`config.mk`:
```
export PLATFORM = sky130hd
export DESIGN_NAME = tdc_fine_calib
export DESIGN_NICKNAME = d
export VERILOG_FILES = /design/src/rtl/tdc_calib_pkg.sv /design/src/rtl/tdc_calib_regs.sv /design/src/rtl/tdc_calib_tracker.sv /design/src/rtl/tdc_calib_div.sv /design/src/rtl/tdc_fine_calib.sv
export SDC_FILE = /design/constraint.sdc
export NUM_CORES = 2
export LEC_CHECK = 0
export BUFFER_PORTS_ARGS = -buffer_cell sky130_fd_sc_hd__clkbuf_2
export CORE_UTILIZATION = 50
export CTS_CLUSTER_DIAMETER = 50
export DETAILED_ROUTE_END_ITERATION = 6
export PLACE_DENSITY = 0.65
export SYNTH_ARGS = -nofsm -noshare
export SYNTH_HDL_FRONTEND = slang
export SYNTH_SLANG_ARGS = --single-unit
```
`constraint.sdc`:
```
create_clock -name clk -period 23.9 [get_ports clk]
set_clock_uncertainty 0.05 [all_clocks]
set_input_delay 4.78 -clock clk [delete_from_list [all_inputs] [get_ports clk]]
set_output_delay 4.78 -clock clk [all_outputs]
set_load 0.02 [all_outputs]
```
`src/rtl/tdc_calib_pkg.sv`:
```
// Shared constants and types of the fine-time calibrator.
// Assumes 10-bit raw fine-time codes and a 0..1000 output scale.
package tdc_calib_pkg;

    localparam int FT_W        = 10;
    localparam int OUT_W       = 11;
    localparam int FULL_SCALE  = 1000;
    localparam int CODE_UNDER  = 1010;
    localparam int CODE_OVER   = 1015;
    localparam int SCALE_W     = $clog2(FULL_SCALE + 1);
    localparam int WIN_W       = 2 * FT_W;

    // register addresses
    localparam int ADDR_CTRL     = 0;
    localparam int ADDR_STATS    = 1;
    localparam int ADDR_WIN_BASE = 8;

    // calibration window: upper limit in the high half, lower limit in the low half
    typedef struct packed {
        logic [FT_W-1:0] hi;
        logic [FT_W-1:0] lo;
    } window_t;

    typedef enum logic [1:0] {
        ST_IDLE = 2'd0,
        ST_DIV  = 2'd1,
        ST_OUT  = 2'd2
    } calib_state_t;

endpackage

```
`src/rtl/tdc_calib_regs.sv`:
```
// Write-only configuration registers: calibration enable, statistics limit
// with a lower clamp, and one default window per channel.
// Assumes DW >= WIN_W and that MIN_STATS <= DEF_STATS both fit in DW bits.
module tdc_calib_regs
    import tdc_calib_pkg::*;
#(
    parameter int NUM_CH    = 11,
    parameter int ADDR_W    = 5,
    parameter int DW        = 20,
    parameter int MIN_STATS = 10000,
    parameter int DEF_STATS = 100000,
    parameter int DEF_LO    = 0,
    parameter int DEF_HI    = 1023
) (
    input  logic              clk,
    input  logic              rst_n,
    input  logic              reg_we,
    input  logic [ADDR_W-1:0] reg_addr,
    input  logic [DW-1:0]     reg_wdata,
    output logic              cal_en,
    output logic [DW-1:0]     stat_limit,
    output window_t           def_win [NUM_CH]
);

    localparam logic [DW-1:0] MIN_Q = DW'(MIN_STATS);
    localparam logic [DW-1:0] DEF_Q = DW'(DEF_STATS);
    localparam window_t       WIN_RST = '{hi: FT_W'(DEF_HI), lo: FT_W'(DEF_LO)};

    // control and statistics-limit registers, limit clamped on write
    always_ff @(posedge clk) begin
        if (!rst_n) begin
            cal_en     <= 1'b1;
            stat_limit <= DEF_Q;
        end else if (reg_we) begin
            if (reg_addr == ADDR_W'(ADDR_CTRL))
                cal_en <= reg_wdata[0];
            if (reg_addr == ADDR_W'(ADDR_STATS))
                stat_limit <= (reg_wdata < MIN_Q) ? MIN_Q : reg_wdata;
        end
    end

    genvar gi;
    generate
        for (gi = 0; gi < NUM_CH; gi++) begin : g_win
            // default window register of one channel
            always_ff @(posedge clk) begin
                if (!rst_n)
                    def_win[gi] <= WIN_RST;
                else if (reg_we && reg_addr == ADDR_W'(ADDR_WIN_BASE + gi))
                    def_win[gi] <= window_t'(reg_wdata[WIN_W-1:0]);
            end
        end
    endgenerate

endmodule

```
`src/rtl/tdc_calib_tracker.sv`:
```
// Per-channel statistics: counts hits, records the smallest and largest
// non-zero code, and at the end of each period latches them as the
// channel's measured window. Exposes the window each channel should use.
// Assumes stat_limit >= 1 and upd_ch < NUM_CH when upd is high.
module tdc_calib_tracker
    import tdc_calib_pkg::*;
#(
    parameter int NUM_CH = 11,
    parameter int CH_W   = 4,
    parameter int CNT_W  = 20
) (
    input  logic             clk,
    input  logic             rst_n,
    input  logic             upd,
    input  logic [CH_W-1:0]  upd_ch,
    input  logic [FT_W-1:0]  upd_ft,
    input  logic [CNT_W-1:0] stat_limit,
    input  window_t          def_win [NUM_CH],
    output window_t          act_win [NUM_CH]
);

    genvar gi;
    generate
        for (gi = 0; gi < NUM_CH; gi++) begin : g_ch
            logic [CNT_W-1:0] cnt;
            logic [FT_W-1:0]  mn, mx, nmn, nmx;
            window_t          meas;
            logic             have_meas;
            logic             hit, last;

            // next extremes including the current code, zero codes ignored
            always_comb begin
                hit  = upd && (upd_ch == CH_W'(gi));
                nmn  = (upd_ft != '0 && upd_ft < mn) ? upd_ft : mn;
                nmx  = (upd_ft != '0 && upd_ft > mx) ? upd_ft : mx;
                last = (cnt + CNT_W'(1)) >= stat_limit;
            end

            // period bookkeeping and window latch of one channel
            always_ff @(posedge clk) begin
                if (!rst_n) begin
                    cnt       <= '0;
                    mn        <= '1;
                    mx        <= '0;
                    meas      <= '0;
                    have_meas <= 1'b0;
                end else if (hit) begin
                    if (last) begin
                        meas      <= '{hi: nmx, lo: nmn};
                        have_meas <= 1'b1;
                        cnt       <= '0;
                        mn        <= '1;
                        mx        <= '0;
                    end else begin
                        cnt <= cnt + CNT_W'(1);
                        mn  <= nmn;
                        mx  <= nmx;
                    end
                end
            end

            // window in force: measured once available, default before that
            always_comb act_win[gi] = have_meas ? meas : def_win[gi];
        end
    endgenerate

endmodule

```
`src/rtl/tdc_calib_div.sv`:
```
// Restoring unsigned divider, one quotient bit per cycle. A start pulse
// loads the operands; done pulses for one cycle NUM_W cycles later.
// Assumes den is non-zero and start is only given while busy is low.
module tdc_calib_div #(
    parameter int NUM_W = 20,
    parameter int DEN_W = 10
) (
    input  logic             clk,
    input  logic             rst_n,
    input  logic             start,
    input  logic [NUM_W-1:0] num,
    input  logic [DEN_W-1:0] den,
    output logic             busy,
    output logic             done,
    output logic [NUM_W-1:0] quot
);

    localparam int STEP_W = $clog2(NUM_W + 1);

    logic [DEN_W-1:0]  rem;
    logic [DEN_W-1:0]  dvs;
    logic [STEP_W-1:0] step;
    logic [DEN_W:0]    trial;
    logic              fits;

    // shifted partial remainder and its compare against the divisor
    always_comb begin
        trial = {rem, quot[NUM_W-1]};
        fits  = trial >= {1'b0, dvs};
    end

    // iteration register: numerator shifts out as quotient shifts in
    always_ff @(posedge clk) begin
        if (!rst_n) begin
            rem  <= '0;
            dvs  <= '0;
            quot <= '0;
            step <= '0;
            busy <= 1'b0;
            done <= 1'b0;
        end else begin
            done <= 1'b0;
            if (start && !busy) begin
                rem  <= '0;
                dvs  <= den;
                quot <= num;
                step <= STEP_W'(NUM_W);
                busy <= 1'b1;
            end else if (busy) begin
                rem  <= fits ? DEN_W'(trial - {1'b0, dvs}) : trial[DEN_W-1:0];
                quot <= {quot[NUM_W-2:0], fits};
                step <= step - STEP_W'(1);
                if (step == STEP_W'(1)) begin
                    busy <= 1'b0;
                    done <= 1'b1;
                end
            end
        end
    end

endmodule

```
`src/rtl/tdc_fine_calib.sv`:
```
// Top of the fine-time calibrator. Accepts one hit at a time, picks the
// channel's window, classifies the code, runs the divider for in-window
// codes and presents the result until the consumer takes it.
// Assumes in_chan < NUM_CH; larger indices borrow channel 0's window and
// are not tracked.
module tdc_fine_calib
    import tdc_calib_pkg::*;
#(
    parameter int NUM_CH    = 11,
    parameter int CH_W      = $clog2(NUM_CH),
    parameter int ADDR_W    = 5,
    parameter int DW        = 20,
    parameter int MIN_STATS = 10000,
    parameter int DEF_STATS = 100000,
    parameter int DEF_LO    = 0,
    parameter int DEF_HI    = 1023
) (
    input  logic              clk,
    input  logic              rst_n,
    input  logic              in_valid,
    output logic              in_ready,
    input  logic [CH_W-1:0]   in_chan,
    input  logic [FT_W-1:0]   in_ft,
    output logic              out_valid,
    input  logic              out_ready,
    output logic [CH_W-1:0]   out_chan,
    output logic [OUT_W-1:0]  out_value,
    input  logic              reg_we,
    input  logic [ADDR_W-1:0] reg_addr,
    input  logic [DW-1:0]     reg_wdata
);

    localparam int NUM_W = FT_W + SCALE_W;

    logic             cal_en;
    logic [DW-1:0]    stat_limit;
    window_t          def_win [NUM_CH];
    window_t          act_win [NUM_CH];
    window_t          sel_win;
    calib_state_t     state;
    logic             in_fire, job_cal, div_start, div_busy, div_done;
    logic [NUM_W-1:0] div_num, div_quot;
    logic [FT_W-1:0]  div_den, ft_off;
    logic             below, above, flat;

    tdc_calib_regs #(
        .NUM_CH(NUM_CH), .ADDR_W(ADDR_W), .DW(DW),
        .MIN_STATS(MIN_STATS), .DEF_STATS(DEF_STATS),
        .DEF_LO(DEF_LO), .DEF_HI(DEF_HI)
    ) u_regs (
        .clk(clk), .rst_n(rst_n),
        .reg_we(reg_we), .reg_addr(reg_addr), .reg_wdata(reg_wdata),
        .cal_en(cal_en), .stat_limit(stat_limit), .def_win(def_win)
    );

    tdc_calib_tracker #(
        .NUM_CH(NUM_CH), .CH_W(CH_W), .CNT_W(DW)
    ) u_track (
        .clk(clk), .rst_n(rst_n),
        .upd(in_fire && cal_en), .upd_ch(in_chan), .upd_ft(in_ft),
        .stat_limit(stat_limit), .def_win(def_win), .act_win(act_win)
    );

    tdc_calib_div #(
        .NUM_W(NUM_W), .DEN_W(FT_W)
    ) u_div (
        .clk(clk), .rst_n(rst_n),
        .start(div_start), .num(div_num), .den(div_den),
        .busy(div_busy), .done(div_done), .quot(div_quot)
    );

    // handshake on the input side
    always_comb begin
        in_ready = (state == ST_IDLE);
        in_fire  = in_valid && in_ready;
    end

    // window selection and classification of the offered code
    always_comb begin
        sel_win   = ({1'b0, in_chan} < (CH_W + 1)'(NUM_CH)) ? act_win[in_chan] : act_win[0];
        below     = in_ft < sel_win.lo;
        above     = in_ft > sel_win.hi;
        flat      = sel_win.hi == sel_win.lo;
        ft_off    = in_ft - sel_win.lo;
        div_num   = NUM_W'(ft_off) * NUM_W'(FULL_SCALE);
        div_den   = sel_win.hi - sel_win.lo;
        div_start = in_fire && cal_en && !below && !above && !flat;
    end

    // job control: capture, wait for the quotient, hold the result
    always_ff @(posedge clk) begin
        if (!rst_n) begin
            state     <= ST_IDLE;
            out_valid <= 1'b0;
            out_chan  <= '0;
            out_value <= '0;
            job_cal   <= 1'b0;
        end else begin
            case (state)
                ST_IDLE: begin
                    if (in_fire) begin
                        out_chan <= in_chan;
                        job_cal  <= cal_en;
                        if (!cal_en) begin
                            out_value <= OUT_W'(in_ft);
                            out_valid <= 1'b1;
                            state     <= ST_OUT;
                        end else if (below || above || flat) begin
                            out_value <= below ? OUT_W'(CODE_UNDER)
                                       : above ? OUT_W'(CODE_OVER) : '0;
                            out_valid <= 1'b1;
                            state     <= ST_OUT;
                        end else begin
                            state <= ST_DIV;
                        end
                    end
                end
                ST_DIV: begin
                    if (div_done) begin
                        out_value <= div_quot[OUT_W-1:0];
                        out_valid <= 1'b1;
                        state     <= ST_OUT;
                    end
                end
                ST_OUT: begin
                    if (out_ready) begin
                        out_valid <= 1'b0;
                        state     <= ST_IDLE;
                    end
                end
                default: state <= ST_IDLE;
            endcase
        end
    end

endmodule

```
==> results by group <==
Status
  • Status: finished, violations left
  • Failing checks: DRC

Worst setup path
  • Slowest CP cell: buf_4
  • Crit. End Element: register
  • R2R Path End: u_div.quot[19]
  • Crit Path Class: input port to register
  • Worst Setup EP: u_div.quot[19]
  • Critical path data arrival time: 12.97 ns
  • Worst reg2reg path depth: 30
  • Critical Path Source: in_chan[0]
  • Type of origin of the critical path: input port
  • R2r startpoint: u_track.g_ch[0].have_meas
  • Worst EP required: between 20 and 25 ns
  • Worst Path Max Fanout: a little under 60
  • Reg2Reg Setup Slack: about 16 ns
  • Slowest stage delay, CP: approximately 0.7 ns

Logic synthesis
  • Cell variety after synth: 85
  • Cell Area, Synth: slightly below 0.06 mm^2
  • FFs w/ async S/R, synth: 0%
  • Gate Count Post-Synth: slightly below 7k
  • Syn. warnings: 0
  • Mapped Avg Cell Area: 8.40 um^2
  • Sequential share of the synthesized area: between 30% and 40%
  • Yosys reg bits: roughly 980
  • EDFF count, synth: 0
  • Net Count, Synth: between 7k and 8k
  • Most used flip-flop cell after synthesis: dfxtp_1

Floorplanning
  • DIE HEIGHT: between 300 and 400 um
  • # IOs: between 60 and 70
  • Die width: 342 um
  • Placeable Area: about 0.11 mm^2
  • Initial Util: between 50 and 60%
  • Rows: ~120
  • Die area: between 0.1 and 0.15 mm^2

STA
  • Worst hold margin: 0.402 ns
  • Worst rel slew slack: between 10% and 20%
  • Tmin final: between 10 and 15 ns
  • Final Setup Violations: 0
  • Final-report hold violation count: 0
  • FMAX: a little over 0.08 GHz
  • Final Slew Violations: 0
  • Final Cycle Share: roughly half
  • Setup TNS: 0 ns
  • Least-Margin Pin Slew: 1.22 ns
  • RSZ-0062 raised after global routing: false

Run
  • Max-Cap Viols: 0

Layout
  • Most frequent cells in the layout: dfxtp_1, nand2_1, ha_1
  • Fillers: just over 10k
  • Share of layout cells above drive strength 1: 7.67%
  • Final core occ: between 50% and 60%
  • Synthesis-to-layout area growth: 11.0%
  • Leading cell type in the layout, fill and taps excluded: dfxtp_1
  • Final nets: 7,384

GRT
  • GRT Util Overall: between 30% and 40%
  • Global route hottest layer: met2
  • Pin count of the biggest net entering global routing: ~170
  • Vias in the first global route: 47.3k
  • GRT met2 Usage: 49.1%
  • GRT overflow: 0
  • Initial antenna violation count: 12
  • Global-route wire length before repair: 287,000 um
  • Met1 usage: between 40% and 50%
  • GR Util met3: 5.14%

Power and ir drop
  • VDD IR max: roughly 140 uV
  • Psw: 1.52 mW
  • Leakage dissipation: around 27 nW
  • Seq pwr share: between 30 and 40%
  • Power Dens Cells: between 70 and 80 mW/mm^2
  • Clock share of power: between 40% and 50%
  • Switching Share: a little under a third
  • Internal Power: between 3 and 4 mW
  • Comb pwr share: between 20% and 30%

Placement
  • DP HPWL: between 100,000 and 150,000 um
  • Routability cong.: between 0.9 and 1
  • Port bufs: 60

Detailed routing
  • Final WL: roughly 190,000 um
  • Via Count: ~51k
  • Initial drt markers: roughly 4.7k
  • Antenna Nets Post-Route: 0
  • DRC Markers: 16
  • Pre-Repair DR Iteration Count: 7
  • Per-cell routed wire length: about 23 um
  • Drt via density: 6.08

Clock network
  • H-tree Lvls: 4
  • Worst-path clk slew: approximately 0.06 ns
  • # Post-CTS Setup Buffers: 0
  • CTS Hold Bufs: 0
  • Root Buffer: clkbuf_16
  • Total CTS buffers: around 140
  • Sink Count: about 1,000
  • Max clock buf depth: 3
  • Clk Latency, worst-skew pair: between 0.7 and 0.8 ns
  • CTS tree: done
  • CTS resizes: 0

Worst hold path
  • HP Class: register to register
-- critical path: cells and delay by family --
| kind | cells | cell delay (ns) |
|---|---|---|
| compound gates | 13 | 2.88 |
| xor+xnor | 2 | 0.62 |
| fa+ha+maj | 6 | 2.39 |
| buf+inv | 6 | 1.43 |
| mux | 1 | 0.41 |
| simple gates | 2 | 0.43 |
-- registers in the layout, indices dropped and copies added, names as in the netlist, 20 cells and up --
| signal | flops |
|---|---|
| u_regs.def_win | 220 |
| u_track.g_ch.cnt | 220 |
| u_track.g_ch.meas | 220 |
| u_track.g_ch.mn | 110 |
| u_track.g_ch.mx | 110 |
| u_div.quot | 20 |
| u_regs.stat_limit | 20 |
-- cell families (layout without fill, tap and decap cells) --
logic type	Yosys count	in the layout	synth area share (%)
and+or+nand+nor	2232	2232	17.4
AOI/OAI and AO/OA	1630	1630	18.3
DFF	977	977	33.8
buffers and inverters	756	762	5.01
adders and majority gates	552	552	12.3
muxes	488	488	9.31
xor gates and xnor gates	253	253	3.83
other	0	3	0
-- area by class of cell --
cell class,count,area [um^2],area share [%]
Clock inverter,73,985,1.53
Tap cell,1512,1890,2.95
Sequential cell,977,19600,30.5
Antenna cell,3,7.51,0.0117
Multi-Input combinational cell,5155,35500,55.3
Inverter,334,1260,1.96
Timing Repair Buffer,185,1280,2.00
Clock buffer,170,3720,5.80
-- per-stage QoR --
step / setup slack (ns) / area (um^2) / instances / total power [mW]
2_1_floorplan: 11.71 / 57900 / 6888 / 2.64
6_report: 11.54 / 64200 / 8409 / 4.98
3_3_place_gp: 10.90 / 59500 / 8163 / 2.89
3_5_place_dp: 10.93 / 59500 / 8163 / 2.89
4_1_cts: 11.71 / 64200 / 8406 / 5.00
5_1_grt: 11.01 / 64200 / 8406 / 5.23
-- cell usage after synthesis (all sizes together), types with 12 or more instances --
library cell | instances | area (um^2)
a22oi | 42 | 315
nor3 | 52 | 272
mux4 | 38 | 856
mux2 | 21 | 236
o211ai | 117 | 878
buf | 60 | 285
nor2b | 39 | 244
nand3 | 286 | 1430
and2 | 24 | 150
nand3b | 77 | 578
nand2 | 948 | 3560
o211a | 19 | 190
or3 | 25 | 156
o32ai | 20 | 175
o21a | 40 | 300
a31oi | 18 | 113
inv | 331 | 1240
dfxtp | 977 | 19600
mux2i | 429 | 4290
o41ai | 22 | 208
nor4 | 12 | 90.1
o22ai | 52 | 325
fa | 29 | 581
a21o | 150 | 1130
ha | 523 | 6540
xor2 | 128 | 1120
o21ai | 280 | 1400
clkbuf | 362 | 1360
xnor2 | 125 | 1090
nand2b | 55 | 344
nand4 | 50 | 313
o31ai | 12 | 95.1
a211oi | 200 | 1530
a21oi | 486 | 2440
nor2 | 519 | 1970
and3 | 105 | 657
o2bb2ai | 80 | 701
-- worst min-delay path by stage --
stage	start	end	cells past startpoint
2_1_floorplan	u_track.g_ch[9].cnt[18]	u_track.g_ch[9].cnt[18]	2
3_3_place_gp	u_regs.def_win[40]	u_regs.def_win[40]	2
3_5_place_dp	u_regs.def_win[48]	u_regs.def_win[48]	2
4_1_cts	u_regs.def_win[48]	u_regs.def_win[48]	2
5_1_grt	u_regs.def_win[186]	u_regs.def_win[186]	2
6_report	u_regs.def_win[47]	u_regs.def_win[47]	2
-- per-layer routing --
| layer | part of all wire (%) | vias up |
|---|---|---|
| met4 | 3.5 | 14 |
| li1 | - | 24300 |
| met3 | 7.4 | 384 |
| met1 | 45 | 24600 |
| met5 | 0.049 | - |
| met2 | 44 | 1781 |
-- power by group through the flow --
stage / Sequential (mW) / Clock, mW / Combinational (mW)
2_1_floorplan: 1.71 / 0 / 0.934
3_3_place_gp: 1.71 / 0 / 1.18
3_5_place_dp: 1.71 / 0 / 1.18
4_1_cts: 1.68 / 2.13 / 1.19
5_1_grt: 1.68 / 2.20 / 1.35
6_report: 1.68 / 2.11 / 1.19
Power figures use the tool's default switching activity.
